==> src/rtl/epfs_pkg.sv <==
package epfs_pkg;
  localparam int unsigned REG_W = 12;
  typedef logic [REG_W-1:0] ratio_reg_t;
  typedef logic [REG_W:0]   ratio_eff_t;
  typedef enum logic [1:0] {PH_IDLE, PH_HIGH, PH_LOW} pulse_phase_e;
endpackage

==> src/rtl/epfs_ratio_norm.sv <==
module epfs_ratio_norm
  import epfs_pkg::*;
(
  input  ratio_reg_t num_i,
  input  ratio_reg_t den_i,
  output ratio_eff_t step_o,
  output ratio_eff_t mod_o
);
  ratio_eff_t num_eff, den_eff;

  // zero setting behaves as one; then +1
  always_comb begin
    num_eff = (num_i == '0) ? ratio_eff_t'(2) : ({1'b0, num_i} + ratio_eff_t'(1));
    den_eff = (den_i == '0) ? ratio_eff_t'(2) : ({1'b0, den_i} + ratio_eff_t'(1));
  end

  // ratio above one clamps to unity
  assign step_o = (num_eff > den_eff) ? den_eff : num_eff;
  assign mod_o  = den_eff;
endmodule

==> src/rtl/epfs_phase_acc.sv <==
module epfs_phase_acc
  import epfs_pkg::*;
(
  input  logic       clk_i,
  input  logic       rst_ni,
  input  logic       strobe_i,
  input  ratio_eff_t step_i,
  input  ratio_eff_t mod_i,
  output logic       fire_o
);
  ratio_reg_t acc_q, acc_d;
  ratio_eff_t sum, diff;

  always_comb begin
    sum    = {1'b0, acc_q} + step_i;
    diff   = sum - mod_i;
    fire_o = strobe_i && (sum >= mod_i);
    acc_d  = acc_q;
    // residue stays below 2^REG_W since step <= mod
    if (fire_o)        acc_d = diff[REG_W-1:0];
    else if (strobe_i) acc_d = sum[REG_W-1:0];
  end

  always_ff @(posedge clk_i or negedge rst_ni) begin
    if (!rst_ni) acc_q <= '0;
    else         acc_q <= acc_d;
  end

  // a fire never leaves the residue larger than before it
  a_r2_residue_shrinks: assert property (@(posedge clk_i) disable iff (!rst_ni)
    fire_o |=> (acc_q <= $past(acc_q)));
endmodule

==> src/rtl/epfs_pulse_gen.sv <==
module epfs_pulse_gen
  import epfs_pkg::*;
#(
  parameter int unsigned PULSE_W = 4,
  parameter int unsigned GAP_W   = 4,
  parameter int unsigned PEND_W  = 3
) (
  input  logic clk_i,
  input  logic rst_ni,
  input  logic req_i,
  output logic pend_empty_o,
  output logic pulse_o
);
  localparam int unsigned TMAX  = (PULSE_W > GAP_W) ? PULSE_W : GAP_W;
  localparam int unsigned CNT_W = $clog2(TMAX + 1);
  localparam logic [CNT_W-1:0]  HI_LOAD  = CNT_W'(PULSE_W - 1);
  localparam logic [CNT_W-1:0]  LO_LOAD  = CNT_W'(GAP_W - 1);
  localparam logic [PEND_W-1:0] PEND_MAX = '1;

  pulse_phase_e      phase_q, phase_d;
  logic [CNT_W-1:0]  cnt_q, cnt_d;
  logic [PEND_W-1:0] pend_q, pend_d;
  logic              ready, take;

  assign ready = (phase_q == PH_IDLE) || ((phase_q == PH_LOW) && (cnt_q == '0));
  assign take  = ready && (req_i || (pend_q != '0));

  always_comb begin
    phase_d = phase_q;
    cnt_d   = cnt_q;
    if (take) begin
      phase_d = PH_HIGH;
      cnt_d   = HI_LOAD;
    end else begin
      case (phase_q)
        PH_HIGH: begin
          if (cnt_q == '0) begin
            phase_d = PH_LOW;
            cnt_d   = LO_LOAD;
          end else cnt_d = cnt_q - 1'b1;
        end
        PH_LOW: begin
          if (cnt_q == '0) phase_d = PH_IDLE;
          else             cnt_d   = cnt_q - 1'b1;
        end
        default: ;
      endcase
    end
  end

  always_comb begin
    pend_d = pend_q;
    case ({req_i, take})
      2'b10:   if (pend_q != PEND_MAX) pend_d = pend_q + 1'b1;
      2'b01:   pend_d = pend_q - 1'b1;
      default: ;
    endcase
  end

  always_ff @(posedge clk_i or negedge rst_ni) begin
    if (!rst_ni) begin
      phase_q <= PH_IDLE;
      cnt_q   <= '0;
      pend_q  <= '0;
    end else begin
      phase_q <= phase_d;
      cnt_q   <= cnt_d;
      pend_q  <= pend_d;
    end
  end

  assign pulse_o      = (phase_q == PH_HIGH);
  assign pend_empty_o = (pend_q == '0);

  // run-length monitors for the width and gap checks
  logic [15:0] hi_run_q, lo_run_q;
  always_ff @(posedge clk_i or negedge rst_ni) begin
    if (!rst_ni) begin
      hi_run_q <= '0;
      lo_run_q <= 16'(GAP_W);
    end else if (pulse_o) begin
      hi_run_q <= hi_run_q + 1'b1;
      lo_run_q <= '0;
    end else begin
      hi_run_q <= '0;
      if (lo_run_q != 16'hFFFF) lo_run_q <= lo_run_q + 1'b1;
    end
  end

  a_r5_pulse_width: assert property (@(posedge clk_i) disable iff (!rst_ni)
    $fell(pulse_o) |-> (hi_run_q == 16'(PULSE_W)));

  a_r6_min_gap: assert property (@(posedge clk_i) disable iff (!rst_ni)
    $rose(pulse_o) |-> (lo_run_q >= 16'(GAP_W)));

  a_r7_no_wrap: assert property (@(posedge clk_i) disable iff (!rst_ni)
    ({1'b0, pend_q} == {1'b0, $past(pend_q)}) ||
    ({1'b0, pend_q} == {1'b0, $past(pend_q)} + 1'b1) ||
    ({1'b0, pend_q} + 1'b1 == {1'b0, $past(pend_q)}));
endmodule

==> src/rtl/epfs_scaler.sv <==
module epfs_scaler
  import epfs_pkg::*;
#(
  parameter int unsigned PULSE_W = 4,
  parameter int unsigned GAP_W   = 4,
  parameter int unsigned PEND_W  = 3
) (
  input  logic        clk_i,
  input  logic        rst_ni,
  input  logic        strobe_i,
  input  logic [11:0] num_i,
  input  logic [11:0] den_i,
  output logic        pulse_o
);
  ratio_eff_t step, modv;
  logic       fire, pend_empty;

  epfs_ratio_norm u_norm (
    .num_i (num_i),
    .den_i (den_i),
    .step_o(step),
    .mod_o (modv)
  );

  epfs_phase_acc u_acc (
    .clk_i   (clk_i),
    .rst_ni  (rst_ni),
    .strobe_i(strobe_i),
    .step_i  (step),
    .mod_i   (modv),
    .fire_o  (fire)
  );

  epfs_pulse_gen #(
    .PULSE_W(PULSE_W),
    .GAP_W  (GAP_W),
    .PEND_W (PEND_W)
  ) u_pulse (
    .clk_i       (clk_i),
    .rst_ni      (rst_ni),
    .req_i       (fire),
    .pend_empty_o(pend_empty),
    .pulse_o     (pulse_o)
  );

  // numerator at or above denominator means every strobe fires
  a_r3_unity_clamp: assert property (@(posedge clk_i) disable iff (!rst_ni)
    (strobe_i && (num_i >= den_i)) |-> fire);

  a_r10_quiet_without_strobe: assert property (@(posedge clk_i) disable iff (!rst_ni)
    (!strobe_i && pend_empty) |=> !$rose(pulse_o));
endmodule

==> config.mk <==
export PLATFORM = sky130hd
export DESIGN_NAME = epfs_scaler
export DESIGN_NICKNAME = d
export VERILOG_FILES = /design/src/rtl/epfs_pkg.sv /design/src/rtl/epfs_ratio_norm.sv /design/src/rtl/epfs_phase_acc.sv /design/src/rtl/epfs_pulse_gen.sv /design/src/rtl/epfs_scaler.sv
export SDC_FILE = /design/constraint.sdc
export NUM_CORES = 1
export LEC_CHECK = 0
export BUFFER_PORTS_ARGS = -buffer_cell sky130_fd_sc_hd__clkbuf_2
export CORE_UTILIZATION = 28
export DETAILED_ROUTE_END_ITERATION = 16
export GPL_TIMING_DRIVEN = 0
export PLACE_DENSITY = 0.53
export SLEW_MARGIN = 10
export SYNTH_ARGS = -nofsm -noshare
export SYNTH_HDL_FRONTEND = slang
export SYNTH_SLANG_ARGS = --single-unit
export TNS_END_PERCENT = 1
==> constraint.sdc <==
create_clock -name clk_i -period 9.65 [get_ports clk_i]
set_input_delay 0.4825 -clock clk_i [delete_from_list [all_inputs] [get_ports clk_i]]
set_output_delay 0.4825 -clock clk_i [all_outputs]
set_load 0.02 [all_outputs]
==> results of run 1 <==
==> final cells by class <==
type | count | share of cell area
buffer | 4 | 0.007350
clock buffer | 3 | 0.02100
inverter | 31 | 0.03255
multi-input combinational | 336 | 0.7123
sequential | 20 | 0.1400
tap | 140 | 0.04900
timing repair buffer | 27 | 0.03780
==> path summary, 6_finish.rpt <==
path	cells past startpoint	endpoint	slack, ps
max in group asynchronous	1	u_acc.acc_q[10]	9100
min in group clk_i	1	u_pulse.cnt_q[0]	480
worst min-delay path	1	u_pulse.phase_q[0]	200
worst max register to register	18	u_pulse.pend_q[2]	4170
worst max-delay path	32	u_pulse.pend_q[2]	1250
worst min register to register	1	u_pulse.cnt_q[0]	480
==> sequential cells by signal, summed over array words and instances (netlist names) <==
| register | flops |
|---|---|
| u_acc.acc_q | 12 |
| u_pulse.phase_q | 2 |
| u_pulse.pend_q | 3 |
| u_pulse.cnt_q | 3 |
==> cell usage after synthesis, drive strengths merged, types with 2 or more instances <==
cell type / number
o211ai: 4
and2: 3
o21a: 5
nor3: 7
nor2: 32
nand2: 22
a22o: 2
ha: 44
a31oi: 3
a2111oi: 2
nor4b: 3
a21boi: 2
dfrtp: 20
nand3b: 2
o21bai: 4
mux2: 4
nand4: 4
o21ai: 19
fa: 3
nor2b: 6
xnor2: 21
a21oi: 40
a21o: 8
a31o: 2
a211oi: 3
a211o: 2
inv: 30
nor4: 6
clkbuf: 3
a221o: 2
nand2b: 5
and3: 14
mux2i: 17
nand3: 11
o31ai: 2
xor2: 17
==> kinds of logic after synthesis <==
group	count (synthesis)	synth area share
buffers and inverters	35	0.04472
DFF	20	0.1569
AOI/OAI and AO/OA	110	0.2393
and+or+nand+nor	119	0.1926
muxes	21	0.06748
xor gates and xnor gates	38	0.1044
adders and majority gates	48	0.1946
==> critical path: cells and delay by family <==
kind	cells	cell delay, ps
xor gates and xnor gates	1	190
and+or+nand+nor	8	2030
AOI/OAI and AO/OA	14	3600
adders and majority gates	5	1480
muxes	1	280
buffers and inverters	3	450
==> stage by stage <==
stage | cell area (sq um) | total power, W | hold slack (ps) | setup WS [ps] | utilization
2_1_floorplan | 3189 | 0.001137 | 186.9 | 2240 | -
3_3_place_gp | 3500 | 0.001361 | 467.0 | 1010 | 0.3186
3_5_place_dp | 3500 | 0.001375 | 466.7 | 1006 | 0.3186
4_1_cts | 3575 | 0.001469 | 220.3 | 1219 | 0.3255
5_1_grt | 3575 | 0.001615 | 251.6 | 519.5 | 0.3255
6_report | 3575 | 0.001467 | 196.0 | 1250 | 0.3255
==> where the power goes <==
| part | internal (W) | total [W] | switching, W |
|---|---|---|---|
| Sequential | 0.000131 | 0.000174 | 0.0000428 |
| Clock | 0.0000546 | 0.0000846 | 0.0000300 |
| Combinational | 0.000530 | 0.00121 | 0.000678 |
| Total | 0.000716 | 0.00147 | 0.000751 |
==> per-layer routing <==
metal / part of all wire / track usage
met1: 0.50 / 0.1878
met3: 0.015 / 0.01853
met4: 0.0036 / 0.01255
met2: 0.49 / 0.2518
met5: 0 / 0
==> results.md, run 1 <==
- Status: finished, final reports clean
- Final Slew Violations: 0
- Post-synth EDFFs: 0
- CTS tree: yes
- Distinct cell type count after synthesis: 65
- Setup Skew: 3.623 ps
- Max IR drop VDD: 149.5 uV
- F_max: 119.0 MHz
- CP endpoint kind: register
- Register Area: 500.5 sq um
- Die Span X: 108.7 um
- Avg Cell Area, Syn: 8.157 sq um
- Yosys top cell by area: ha_1
- Worst setup path category: input pin to register
- N_diodes: 0
- Worst-Skew Late Latency: 250 ps
- Post-Synthesis Cell Area: 3189 sq um
- Via density per instance: 5.146
- Final nets: 497
- Critical Path Source: num_i[0]
- Port Buffers: 27
- RSZ-0062 raised after global routing: no
- Routed wire length: 7.969 mm
- Clock Path Buffers: 2
- Routability-driven placement congestion ratio: 0.8115
- H-Tree Depth: 1
- Postcts setup bufs: 0
- Worst-path maximum fanout: 10
- DR iter-0 viols: 124
- Filler cell count in the final layout: 1147
- Die area: 11820 sq um
- Ys async rst share: 1.000
- Rel. slew slack: 0.5289
- # IOs: 28
- Fin. Hold Viols: 0
- Clock root buffer: clkbuf_16
- DR DRC count: 0
- DP HPWL: 6.703 mm
- Yosys warning count: 0
- Worst min-delay path class: input pin to asynchronous set/reset pin
- Initial antenna violation count: 0
- Row cnt: 38
- Gate Count Post-Synth: 391
- Crit path largest cell delay: 580 ps
- Initial Utilization: 0.2904
- Largest net degree at the start of global routing: 21
- Number of synthesized register bits: 20
- Startpoint class of the critical path: input pin
- Vias: 2887
- First-pass GRT wire length: 13.35 mm
- Ys flop type: dfrtp_1
- Most common cell on crit path: ha_1
- CP required: 9780 ps
- Final Cycle Share: 0.8705
- Slowest-stage cell, CP: a2111oi_4
- Routed Antenna Nets: 0
- Fin crit period: 8400 ps
- Area delta synth->final: 12.08%
- Top cells by area, synth: ha_1 17%, dfrtp_1 16%, a21oi_1 5.8%, xnor2_1 5.8%, mux2i_1 5.3%
- Vias in the first global route: 2760
- Final setup fails: 0
- Core area: 10980 sq um
- Worst Tran Pin Value: 706.6 ps
- Post-Syn Nets: 465
- Layout cells sized above 1: 0.1188
- PwrDens: 410.4 nW/um^2
- Tot GR Track Use: 0.1416
- Most frequent cells in the layout: 44 x ha_1, 37 x a21oi_1, 31 x nor2_1
- Placed Cells: 558
- Clock-pin slew on the worst setup and hold paths: 60 ps
- Num Clock Sinks: 20
- Max-cap violations: 0
- Seq/Total Area, Yosys: 0.1569
- Leak: 1.623 nW
- Cts repair resizes: 0
- Most common cell after layout, fill and taps aside: ha_1
- Worst reg2reg path startpoint: u_acc.acc_q[0]
- Setup_tns: 0 ps
- Total CTS buffers: 3
- Non-filler cells, final: 561
- Grt ovf: 0
- # hold bufs at CTS: 0
- Crit path DAT: 8530 ps
- Drt pass-1 iters: 4
- Multi-input combinational cell area: 2546 sq um
- DR WL/cell: 14.20 um
- Yosys top cell area share: 0.1726
- Chip height: 108.7 um
Power figures use the tool's default switching activity.
==> run 2, diff against run 1 <==
--- a/config.mk
+++ b/config.mk
@@ -7,11 +7,13 @@
 export LEC_CHECK = 0
 export BUFFER_PORTS_ARGS = -buffer_cell sky130_fd_sc_hd__clkbuf_2
+export CORE_MARGIN = 1.5
 export CORE_UTILIZATION = 28
 export DETAILED_ROUTE_END_ITERATION = 16
 export GPL_TIMING_DRIVEN = 0
-export PLACE_DENSITY = 0.53
+export PLACE_DENSITY = 0.52
 export SLEW_MARGIN = 10
 export SYNTH_ARGS = -nofsm -noshare
 export SYNTH_HDL_FRONTEND = slang
+export SYNTH_HIERARCHICAL = 1
 export SYNTH_SLANG_ARGS = --single-unit
 export TNS_END_PERCENT = 1
==> constraint.sdc (replaced) <==
create_clock -name clk_i -period 9.65 [get_ports clk_i]
set_input_delay 0.4825 -clock clk_i [delete_from_list [all_inputs] [get_ports clk_i]]
set_output_delay 0.4825 -clock clk_i [all_outputs]
set_load 0.1 [all_outputs]
==> results.md, run 2 <==
- Setup Skew: 2.892 ps
- Rel. slew slack: 0.5240
- Finished Cell Area: 3731 sq um
- Post-Syn Nets: 484
- Placed cell area: 3656 sq um
- Vias in the first global route: 2956
- Vias: 2907
- Reg with most FFs: u_acc/acc_q
- Port Buffers: 27
- Leak: 1.799 nW
- DR DRC count: 0
- RSZ-0062 raised after global routing: no
- Area delta synth->final: 11.64%
- Fin crit period: 7695 ps
- Clock root buffer: clkbuf_16
- First-pass GRT wire length: 13.51 mm
- CP endpoint kind: register
- Most common cell on crit path: ha_1
- Largest registers: u_acc/acc_q x12, u_pulse/cnt_q x3, u_pulse/pend_q x3
- Worst setup path category: input pin to register
- PwrDens: 376.8 nW/um^2
- Core area: 11520 sq um
- Layout cells sized above 1: 0.1494
- Total CTS buffers: 3
- Largest net degree at the start of global routing: 21
- Via density per instance: 5.029
- Clock Path Buffers: 2
- Drt pass-1 iters: 4
- Worst min-delay path class: input pin to asynchronous set/reset pin
- Initial Utilization: 0.2902
- Final Slew Violations: 0
- Setup_tns: 0 ps
- Die area: 12600 sq um
- R2R Setup Slk: 4670 ps
- # hold bufs at CTS: 0
- Final Cycle Share: 0.7974
- Routed Antenna Nets: 0
- WHS: 200.6 ps
- Crit path DAT: 7860 ps
- F_max: 129.9 MHz
- # IOs: 28
- Initial antenna violation count: 0
- Max IR drop VDD: 117.3 uV
- CP required: 9810 ps
- Worst-Skew Late Latency: 250 ps
- Tot GR Track Use: 0.1294
- Max-cap violations: 0
- DR WL/cell: 13.61 um
- Postcts setup bufs: 0
- Cts repair resizes: 0
- Final nets: 516
- N_diodes: 0
- DP HPWL: 6.645 mm
- Yosys warning count: 6
- Routed wire length: 7.867 mm
- Final setup fails: 0
- CTS tree: yes
- H-Tree Depth: 1
- Routability-driven placement congestion ratio: 0.8656
- Chip height: 112.3 um
- Worst-path maximum fanout: 10
- Most frequent cells in the layout: 55 x inv_1, 49 x ha_1, 28 x nand2_1
- Worst Tran Pin Value: 707.5 ps
- Die Span X: 112.3 um
- Fin. Hold Viols: 0
- Crit path largest cell delay: 560 ps
- Slowest-stage cell, CP: nor4_1
- Post-Synthesis Cell Area: 3342 sq um
- Largest register FFs: 12
- Avg Cell Area, Syn: 8.252 sq um
- Clock-pin slew on the worst setup and hold paths: 60 ps
- Most common cell after layout, fill and taps aside: inv_1
- DR iter-0 viols: 175
- Gate Count Post-Synth: 405
- Startpoint class of the critical path: input pin
- Grt ovf: 0
- Num Clock Sinks: 20
- Row cnt: 39
- Status: finished, final reports clean
==> run 2: changes by cell type in the layout (fill, tap and decap cells not counted), sizes merged, moves of 7 or more <==
cell | before | now
inv | 30 | 55
mux2i | 17 | 4
a21oi | 40 | 29
nor2 | 32 | 23
mux2 | 4 | 11
nand2 | 22 | 29
==> run 2: per-layer routing <==
layer  global-route usage  part of all wire
met1               0.1649              0.47
met2               0.2384              0.49
met3              0.01512             0.026
met4              0.02025             0.011
met5                    0                 0
==> run 2: final timing paths <==
check | start | to | depth (start not counted)
min in group clk_i | u_pulse/cnt_q[1] | u_pulse/cnt_q[1] | 2
hold reg to reg | u_pulse/cnt_q[1] | u_pulse/cnt_q[1] | 2
setup reg to reg | u_acc/acc_q[0] | u_pulse/pend_q[1] | 21
max in group asynchronous | rst_ni | u_acc/acc_q[10] | 1
hold / removal | rst_ni | u_pulse/pend_q[1] | 1
setup / recovery | num_i[0] | u_pulse/pend_q[1] | 33
==> run 2: worst max-delay path, delay by kind of cell <==
family	cells	cell delay, ps
multiplexers	1	320
AO/OA/AOI/OAI	12	2310
AND/OR/NAND/NOR	10	2220
adder cells (fa/ha/maj)	5	1710
XOR/XNOR	1	120
buffers and inverters	4	680
==> run 2: power by group <==
part / internal, W / leakage, nW / switching, W / total (W)
sequential: 0.000133 / 0.239 / 0.0000320 / 0.000165
combinational: 0.000522 / 1.52 / 0.000634 / 0.00116
clock: 0.0000546 / 0.0370 / 0.0000300 / 0.0000846
==> run 2: through the flow <==
step             util  setup slack, ps  total power, W  instances
6_report       0.3240             1955        0.001406        578
5_1_grt        0.3240             1407        0.001568        578
4_1_cts        0.3240             2054        0.001410        578
3_5_place_dp   0.3175             1801        0.001314        575
3_3_place_gp   0.3175             1928        0.001295        575
2_1_floorplan       -             2906        0.001104        405
==> run 2: final cells by class <==
cell class	count	area, sq um
inverter	56	210.2
sequential	20	500.5
tap	143	178.9
fill	1218	7785
multi-input combinational	324	2591
buffer	5	40.04
clock buffer	3	75.07
timing repair buffer	27	135.1
==> run 3, diff against run 2 <==
- PLACE_DENSITY: 0.52 -> 0.54
- clock period: 9.65 -> 6.65 ns (I/O delays scaled with it)
==> results.md, run 3 (synthesized netlist as in run 2, its figures left out) <==
- Initial Utilization: 0.2902
- Startpoint class of the critical path: input pin
- Fin crit period: 6474 ps
- Drt pass-1 iters: 6
- Most common cell after layout, fill and taps aside: inv_1
- Non-filler cells, final: 613
- Filler cell count in the final layout: 1142
- Clock Path Buffers: 2
- Dpl ws: -995.8 ps
- Worst min-delay path class: input pin to asynchronous set/reset pin
- CP endpoint kind: register
- # IOs: 28
- Layout cells sized above 1: 0.3489
- Worst reg2reg path startpoint: u_acc/acc_q[0]
- Final Cycle Share: 0.9736
- Leak: 2.087 nW
- Max-cap violations: 0
- Multi-input combinational cell area: 3058 sq um
- Pwr Total: 0.002454 W
- Final nets: 550
- Crit path DAT: 6620 ps
- Worst setup margin: 175.8 ps
- Worst-path maximum fanout: 6
- DR WL/cell: 14.85 um
- H-Tree Depth: 1
- Total CTS buffers: 3
- Routed wire length: 9.104 mm
- Initial antenna violation count: 0
- Most common cell on crit path: ha_4
- Final setup fails: 0
- # hold bufs at CTS: 0
- DR DRC count: 0
- Slowest-stage cell, CP: fa_1
- Clock root buffer: clkbuf_16
- N_diodes: 0
- Placed Cells: 575
- First-pass GRT wire length: 14.56 mm
- Register Area: 500.5 sq um
- Num Clock Sinks: 20
- Largest net degree at the start of global routing: 21
- Setup Skew: 6.580 ps
- Port Buffers: 27
- Status: finished, final reports clean
- Routed Antenna Nets: 0
- Reg with most FFs: u_acc/acc_q
- Row cnt: 39
- CTS tree: yes
- DR iter-0 viols: 179
- Top Layer Used: met4
- F_max: 154.5 MHz
- Crit path largest cell delay: 460 ps
- PwrDens: 537.8 nW/um^2
- Grt ovf: 0
- Most frequent cells in the layout: 47 x inv_1, 36 x buf_4, 34 x ha_1
- Setup_tns: 0 ps
- Metal-1 WL: 4.046 mm
- R2r endpoint: u_pulse/pend_q[2]
- Die Span X: 112.3 um
- Largest registers: u_acc/acc_q x12, u_pulse/cnt_q x3, u_pulse/pend_q x3
- Core area: 11520 sq um
- Worst Tran Pin Value: 540.7 ps
- Die area: 12600 sq um
- Rel. slew slack: 0.6395
- Placed cell area: 3656 sq um
- Finished Cell Area: 4563 sq um
- Final Slew Violations: 0
- R2R Setup Slk: 2150 ps
- Fin. Hold Viols: 0
- Max IR drop VDD: 214.3 uV
- Worst setup path category: input pin to register
- Largest register FFs: 12
- Via density per instance: 5.100
- Worst-Skew Late Latency: 260 ps
- Chip height: 112.3 um
- Met2 routed WL: 4.580 mm
- Tot GR Track Use: 0.1401
- Clock-pin slew on the worst setup and hold paths: 60 ps
- WL met3: 213 um
- Area delta synth->final: 36.54%
- R2r worst-path depth: 21
- Routability-driven placement congestion ratio: 0.8689
- Vias in the first global route: 3133
- Vias: 3126
- DP HPWL: 6.682 mm
- CP required: 6790 ps
- RSZ-0062 raised after global routing: yes
run 3: cell count changes in the layout (fill, tap and decap cells not counted), moves of 5 or more:
| cell | previous run | this run |
|---|---|---|
| nand2_1 | 28 | 23 |
| a21oi_1 | 27 | 21 |
| a21oi_2 | 2 | 8 |
| ha_4 | 0 | 12 |
| inv_2 | 0 | 6 |
| buf_4 | 1 | 36 |
| ha_1 | 49 | 34 |
| inv_1 | 55 | 47 |
| xor2_1 | 18 | 13 |
| nor2_1 | 21 | 16 |
| clkbuf_2 | 27 | 17 |
run 3: area by class of cell:
type,instances,share of cell area
plain buffers,4,0.007129
multi-input cells,324,0.6701
repair buffers,62,0.1036
clock inverters,1,0.006581
clock buffers,3,0.01645
inverters,56,0.04716
flip-flops and latches,20,0.1097
well taps,143,0.03921
run 3: worst max-delay path, delay by kind of cell:
kind,cells,cell delay [ps]
AND/OR/NAND/NOR,10,1820
AO/OA/AOI/OAI,10,1790
adder cells (fa/ha/maj),5,1490
buffers and inverters,3,490
XOR/XNOR,2,350
multiplexers,1,320
run 3: power by group:
| group | internal (W) | switching [W] |
|---|---|---|
| clock | 0.000120 | 0.0000493 |
| sequential | 0.000193 | 0.0000543 |
| combinational | 0.000986 | 0.00105 |
| total | 0.00130 | 0.00116 |
run 3: metal layers:
layer / GRT usage / vias to the layer above
met5: 0 / -
met4: 0.03629 / 0
met3: 0.01566 / 22
met2: 0.2515 / 47
met1: 0.1789 / 1494
li1: - / 1563
run 3: how the worst max path moves through the flow:
stage,to,slack (ps),start
after global routing,u_pulse/pend_q[1],-100,den_i[2]
after detailed placement,u_pulse/pend_q[1],-1000,num_i[0]
final,u_pulse/pend_q[2],180,den_i[1]
after global placement,u_pulse/pend_q[2],-950,num_i[0]
after CTS,u_pulse/pend_q[2],6,num_i[0]
after floorplan,u_pulse/pend_q[2],60,num_i[0]
run 3: repair_timing:
action,4_1_cts,5_1_grt
pin swaps,12,54
buffers inserted,12,23
gates resized for setup,14,117
endpoints found under the setup margin,3,3
run 3: stage by stage:
stage | utilization | hold WS (ps)
floorplan | - | 36.91
global placement | 0.3175 | 358.4
detailed placement | 0.3175 | 352.3
CTS | 0.3405 | 70.49
global route | 0.3962 | 92.25
finish | 0.3962 | 43.59
